File: src/rtl/prot_pkg.sv
package prot_pkg;

    typedef logic [2:0] cause_t;

    localparam cause_t CAUSE_NONE = 3'b000;
    localparam cause_t CAUSE_OV   = 3'b001;
    localparam cause_t CAUSE_OT   = 3'b010;
    localparam cause_t CAUSE_SOC  = 3'b100;

    typedef struct packed {
        logic soc;
        logic ov;
        logic ot;
    } fault_vec_t;

    // Secondary over-current first, then overvoltage, then over-temperature.
    function automatic cause_t pick_cause(fault_vec_t f);
        if (f.soc)     return CAUSE_SOC;
        else if (f.ov) return CAUSE_OV;
        else if (f.ot) return CAUSE_OT;
        else           return CAUSE_NONE;
    endfunction

    function automatic logic any_fault(fault_vec_t f);
        return f.soc | f.ov | f.ot;
    endfunction

endpackage

File: src/rtl/prot_blank_filter.sv
module prot_blank_filter #(
    parameter int unsigned HOLD_CYC = 400
) (
    input  logic clk,
    input  logic rst,
    input  logic raw_i,
    output logic qual_o
);
    localparam int unsigned CW = $clog2(HOLD_CYC + 1);
    localparam logic [CW-1:0] LIMIT = CW'(HOLD_CYC);

    logic [CW-1:0] run_q;

    generate
        if (HOLD_CYC == 0) begin : g_pass
            assign qual_o = raw_i;
            always_ff @(posedge clk) begin
                run_q <= '0;
            end
        end else begin : g_count
            always_ff @(posedge clk) begin
                if (rst || !raw_i) begin
                    run_q <= '0;
                end else if (run_q != LIMIT) begin
                    run_q <= run_q + 1'b1;
                end
            end
            assign qual_o = (run_q == LIMIT);
        end
    endgenerate

endmodule

File: src/rtl/prot_fault_latch.sv
module prot_fault_latch
    import prot_pkg::*;
(
    input  logic       clk,
    input  logic       rst,
    input  fault_vec_t flt_i,
    input  logic       release_i,
    output logic       latched_o,
    output logic       latched_nxt_o,
    output cause_t     cause_o
);
    logic   lat_q, lat_d;
    cause_t cause_q, cause_d;

    always_comb begin
        lat_d   = lat_q;
        cause_d = cause_q;
        if (lat_q && release_i) begin
            lat_d   = 1'b0;
            cause_d = CAUSE_NONE;
        end else if (!lat_q && any_fault(flt_i)) begin
            lat_d   = 1'b1;
            cause_d = pick_cause(flt_i);
        end
    end

    always_ff @(posedge clk) begin
        if (rst) begin
            lat_q   <= 1'b0;
            cause_q <= CAUSE_NONE;
        end else begin
            lat_q   <= lat_d;
            cause_q <= cause_d;
        end
    end

    assign latched_o     = lat_q;
    assign latched_nxt_o = lat_d;
    assign cause_o       = cause_q;

endmodule

File: src/rtl/prot_uvlo_hyst.sv
module prot_uvlo_hyst (
    input  logic clk,
    input  logic rst,
    input  logic below_on_i,
    input  logic above_off_i,
    input  logic inhibit_start_i,
    output logic cell_en_o,
    output logic start_o
);
    logic cell_q, cell_d, start_q, turn_off;

    always_comb begin
        turn_off = cell_q && above_off_i;
        cell_d   = cell_q;
        if (turn_off)                  cell_d = 1'b0;
        else if (!cell_q && below_on_i) cell_d = 1'b1;
    end

    always_ff @(posedge clk) begin
        if (rst) begin
            cell_q  <= 1'b1;
            start_q <= 1'b0;
        end else begin
            cell_q  <= cell_d;
            start_q <= turn_off && !inhibit_start_i;
        end
    end

    assign cell_en_o = cell_q;
    assign start_o   = start_q;

endmodule

File: src/rtl/prot_latch_sup.sv
module prot_latch_sup
    import prot_pkg::*;
#(
    parameter int unsigned SLOW_BLANK = 400,
    parameter int unsigned FAST_BLANK = 10
) (
    input  logic       clk,
    input  logic       rst,
    input  logic       vcc_ovp_i,
    input  logic       fb_over_i,
    input  logic       temp_hot_i,
    input  logic       sense_soc_i,
    input  logic       vcc_lt_clr_i,
    input  logic       vcc_lt_on_i,
    input  logic       vcc_gt_off_i,
    output logic       latched_o,
    output logic       vref_en_o,
    output logic       startup_en_o,
    output logic       start_pulse_o,
    output logic [2:0] cause_o
);
    fault_vec_t raw, qual;
    logic       lat_nxt;
    cause_t     cause;

    // Overvoltage only counts while feedback is out of its range.
    assign raw.ov  = vcc_ovp_i & fb_over_i;
    assign raw.ot  = temp_hot_i;
    assign raw.soc = sense_soc_i;

    prot_blank_filter #(.HOLD_CYC(SLOW_BLANK)) u_flt_ov (
        .clk(clk), .rst(rst), .raw_i(raw.ov), .qual_o(qual.ov));
    prot_blank_filter #(.HOLD_CYC(SLOW_BLANK)) u_flt_ot (
        .clk(clk), .rst(rst), .raw_i(raw.ot), .qual_o(qual.ot));
    prot_blank_filter #(.HOLD_CYC(FAST_BLANK)) u_flt_soc (
        .clk(clk), .rst(rst), .raw_i(raw.soc), .qual_o(qual.soc));

    prot_fault_latch u_latch (
        .clk(clk), .rst(rst), .flt_i(qual), .release_i(vcc_lt_clr_i),
        .latched_o(latched_o), .latched_nxt_o(lat_nxt), .cause_o(cause));

    prot_uvlo_hyst u_uvlo (
        .clk(clk), .rst(rst), .below_on_i(vcc_lt_on_i),
        .above_off_i(vcc_gt_off_i), .inhibit_start_i(lat_nxt),
        .cell_en_o(startup_en_o), .start_o(start_pulse_o));

    assign vref_en_o = ~latched_o;
    assign cause_o   = cause;

endmodule

File: config.mk
export PLATFORM = sky130hd
export DESIGN_NAME = prot_latch_sup
export DESIGN_NICKNAME = d
export VERILOG_FILES = /design/src/rtl/prot_pkg.sv /design/src/rtl/prot_blank_filter.sv /design/src/rtl/prot_fault_latch.sv /design/src/rtl/prot_uvlo_hyst.sv /design/src/rtl/prot_latch_sup.sv
export SDC_FILE = /design/constraint.sdc
export NUM_CORES = 1
export LEC_CHECK = 0
export ABC_AREA = 1
export BUFFER_PORTS_ARGS = -buffer_cell sky130_fd_sc_hd__buf_2
export CORE_MARGIN = 5
export CORE_UTILIZATION = 51
export CTS_CLUSTER_DIAMETER = 120
export DETAILED_ROUTE_END_ITERATION = 16
export GPL_TIMING_DRIVEN = 0
export PLACE_DENSITY_LB_ADDON = 0.2
export SYNTH_ARGS = -nofsm -noshare
export SYNTH_HDL_FRONTEND = slang
export SYNTH_HIERARCHICAL = 1
export SYNTH_SLANG_ARGS = --single-unit
File: constraint.sdc
create_clock -name clk -period 1.25 [get_ports clk]
set_input_delay 0.25 -clock clk [delete_from_list [all_inputs] [get_ports clk]]
set_output_delay 0.25 -clock clk [all_outputs]
set_load 0.02 [all_outputs]
Word-level counts from Yosys, hierarchy flattened
Cells that the tools add are included.
Word-level totals
  bits in registers: 28
  latch bits: 0
  bits in writable memories: 0
  ROM bits: 0
  input bits: 9
  output and inout port bits: 7
  logic and storage cells: 43
  memories kept: 0
Operators by class
  add/subtract/negate cells: 3
  multipliers: 0
  div/mod/pow operators: 0
  magnitude comparators: 0
  equality and inequality tests: 6
  shift-type cells: 0
  multiplexer cells: 7
  bitwise gates (word level): 4
  reductions and logical operators: 16
Operator list (count)
  $add 9x1->9 const B: 2
  $eq 9x9->1 const B: 2
  $ne 9x9->1 const B: 2
  $logic_not 1->1: 6
  $mux 3: 2
  $logic_and 1x1->1: 5
  $add 4x1->4 const B: 1
  $eq 4x4->1 const B: 1
  $mux 1: 4
  $ne 4x4->1 const B: 1
  $logic_or 1x1->1: 3
  $mux 2: 1
  $or 1x1->1: 2
  $reduce_bool 2->1: 1
  $reduce_or 2->1: 1
  $and 1x1->1: 1
  $not 1->1: 1

Depth between registers and ports, before layout
  depth in word-level cells: 8
  mapped depth: 11
  gate-level depth less buffers: 11

Cells and area by module
The synthesis kept the hierarchy.
Modules (own cells, without submodules)
  prot_blank_filter at u_flt_ot ...: times used 2, cells an instance 79, area each 505.5 µm², sequential area each 180.2 µm²
  prot_blank_filter at u_flt_soc: times used 1, cells an instance 32, area each 216.5 µm², sequential area each 80.1 µm²
  prot_fault_latch: times used 1, cells an instance 20, area each 172.7 µm², sequential area each 80.1 µm²
  prot_uvlo_hyst: times used 1, cells an instance 12, area each 78.8 µm², sequential area each 40.0 µm²
  prot_latch_sup: times used 1, cells an instance 3, area each 11.3 µm², sequential area each 0.0 µm²

Worst setup path before layout
No wires, ideal clock.
  path kind: register to register
  from: register u_flt_ov.run_q[0]
  to: register u_uvlo.start_q (netlist: u_uvlo/start_o)
  library setup time: 0.064 ns
  arrival: 1.215 ns
  data required time: 1.186 ns
  setup slack: -0.029 ns
  cell stages (with the launch flop): 12
  path buffers: 0
  period minus slack after synthesis: 1.279 ns
  cells stage by stage: dfxtp_1 inv_1 ha_1 nand2_1 inv_1 nand2_2 nor2_4 o21ai_2 o211ai_1 inv_1 nand2_1 nor2_1
RTL lines
  start, declared: line prot_blank_filter.sv:12  | logic [CW-1:0] run_q;
  start signal, assigned: line prot_blank_filter.sv:25  | run_q <= run_q + 1'b1;
  end signal, assigned: line prot_uvlo_hyst.sv:25  | start_q <= turn_off && !inhibit_start_i;
  end, declared: line prot_uvlo_hyst.sv:10  | logic cell_q, cell_d, start_q, turn_off;

==> run metrics <==
status finished with violations; violated checks setup timing; Final Hold Vio Count 0; number of vias per cell 4.94; detailed-route DRC error count 0; global-route wire length before repair 5.08 mm; ANT nets after route 0; clock sinks 28; Leak Pwr 0.754 nW; post-place setup slack -0.115 ns; Crit Path Category flop to flop; Comb power frac 7.5%; DIE AREA 4100 um^2; Worst-path clk slew 0.16 ns; Worst Tran Pin Value 0.495 ns; HP Class input pin to flop; Detail Placement HPWL 2.00 mm; num ports 16; Slowest-stage cell, CP dfxtp_2; CTS buffer count 3; Worst path max stage delay 0.38 ns; crit-path most repeated cell inv_2; hold buffers post-CTS 0; Gate Count Post-Synth 225; Area growth, synth to finish 23.0%; WP data arrival 1.59 ns; unrepaired setup endpoints after global routing yes; DRT Wirelength 3.02 mm; largest net degree at the start of global routing 17; Core ar. 2780 um^2; n_diodes 0; vias in the first global route 1,269; IO buf count 15; setup TNS -0.0490 ns; Clock power frac 36.4%; Critical Path, Cell by Cell inv_2, ha_4, nand2_4, inv_2, nand2_2, nor2_4, o21ai_2, o211ai_1, inv_1, nand2_1, nor2_1; root buffer cell clkbuf_4; Max Clk Rate 770 MHz; critical path capture point type flop; row count 19; Net Count, Synth 240; synthesized cell area 1490 um^2; Post-layout nets 271; GPL Wtd Cong 0.781; Ys Warns 6; register area share after synthesis 37.6%; initial antenna violation count 0; most frequent cells in the layout nand2_1, nor2_1, inv_1; Tcrit/Tclk final 104%; internal power 1.29 mW; commonest non-fill, non-tap cell in the layout nand2_1; Netlist cell types 20; min Tclk post-route 1.30 ns; wire per inst 10.5 um; clock buffer depth 2; insertion delay to the later sink of the worst-skew pair 0.34 ns; total gr overflow 0; H-tree Lvls 1; CTS tree built; switching share of power 21.3%; # setup viols final 2; Layout Cells excl Fill 286; # Max-Cap Violations 0; Iteration-0 DRC Markers 67; Fin Clk Skew 0.0222 ns; peak supply drop 0.00110 V; startpoint types flop; sw power 0.348 mW; die height 64.1 um; fin util 65.9%; initial core utilization 53.6%; routed vias 1,412; Mapped Avg Cell Area 6.62 um^2; setup slack after layout -0.0482 ns; register bit total from synthesis 28; WP data required 1.55 ns; layout cells sized above 1 28.6%; sequential share of power 56.0%; cell count after placement 271; Crit Path Max Fanout 4; pwr dens 891 nW/um^2; Die Width 64.1 um; GRT Util Overall 14.9%; Pre-antenna DRT Iters 4; fin. max-slew vios 0; Worst slew margin 66.9%
## Yosys cell counts
cell type | instances | share of area, %
nand2_1 | 54 | 14
nor2_1 | 42 | 11
inv_1 | 35 | 8.8
dfxtp_1 | 28 | 38
nand3_1 | 20 | 6.7
a21oi_1 | 16 | 5.4
ha_1 | 6 | 5.0
nor2_4 | 4 | 3.0
o21ai_0 | 4 | 1.3
nand2_2 | 3 | 1.3
nor2_2 | 3 | 1.3
xor2_1 | 2 | 1.2
a21o_2 | 1 | 0.59
inv_2 | 1 | 0.25
nand3_2 | 1 | 0.67
nand4_1 | 1 | 0.42
nor3_1 | 1 | 0.34
nor3b_2 | 1 | 0.84
o211ai_1 | 1 | 0.50
o21ai_2 | 1 | 0.59
## critical path, delay by kind of cell (launching register included)
kind / cells / cell delay, ns
DFF: 1 / 0.38
adders and majority gates: 1 / 0.16
buffers and inverters: 3 / 0.14
AOI/OAI and AO/OA: 2 / 0.28
and+or+nand+nor: 5 / 0.30
## logic make-up after synthesis
group / after synthesis / share of synthesized area, %
simple gates: 130 / 38.7
buf+inv: 36 / 9.07
flops: 28 / 37.6
compound gates: 23 / 8.40
fa+ha+maj: 6 / 5.04
xor+xnor: 2 / 1.18
## flip-flops by register name (all words and copies together) (netlist names)
signal / cells
u_flt_ot/run_q: 9
u_flt_ov/run_q: 9
u_flt_soc/run_q: 4
u_latch/cause_o: 3
u_latch/latched_o: 1
u_uvlo/cell_en_o: 1
u_uvlo/start_o: 1
## worst paths after layout
check	from	end	slack (ns)	depth (start not counted)
min	vcc_lt_on_i	u_uvlo/cell_en_o	0.1	3
max reg2reg	u_flt_ov/run_q[0]	u_uvlo/start_o	-0.05	11
max	u_flt_ov/run_q[0]	u_uvlo/start_o	-0.05	11
min reg2reg	u_latch/cause_o[0]	u_latch/cause_o[0]	0.48	2
## through the flow
step / total power [mW] / area, um^2 / hold slack, ns
6_report: 1.63 / 1830 / 0.0962
3_5_place_dp: 1.03 / 1610 / 0.459
3_3_place_gp: 1.02 / 1610 / 0.456
4_1_cts: 1.65 / 1770 / 0.0900
5_1_grt: 1.71 / 1830 / 0.0966
2_1_floorplan: 0.994 / 1500 / 0.363
## power groups by stage
| stage | combinational, mW | clock [mW] | sequential, mW |
|---|---|---|---|
| floorplan | 0.0539 | 0 | 0.940 |
| global placement | 0.0879 | 0 | 0.936 |
| detailed placement | 0.0894 | 0 | 0.936 |
| CTS | 0.110 | 0.623 | 0.914 |
| global route | 0.140 | 0.651 | 0.917 |
| finish | 0.123 | 0.595 | 0.915 |
## per-layer routing
metal  up-vias  global-route usage [%]  wire [um]
met5         -                       0          0
met4         0                    2.86         21
met3         2                    4.38        103
met2        22                    26.1       1500
met1       636                    17.9       1390
li1        752                       -          -
## final cells by class
cell class              count  area, um^2
clock buffers               3        22.5
fillers                   247         948
flip-flops and latches     28         572
multi-input cells         161         873
well taps                  31        38.8
repair buffers             26         161
inverters                  36         135
clock inverters             1        30.0
## repair_timing
action | CTS | global route
pin swaps | 5 | 10
setup buffers | 9 | 2
gates resized for setup | 14 | 16
setup endpoints to repair | 5 | 15
No activity file was read; power rests on OpenSTA's default activity.
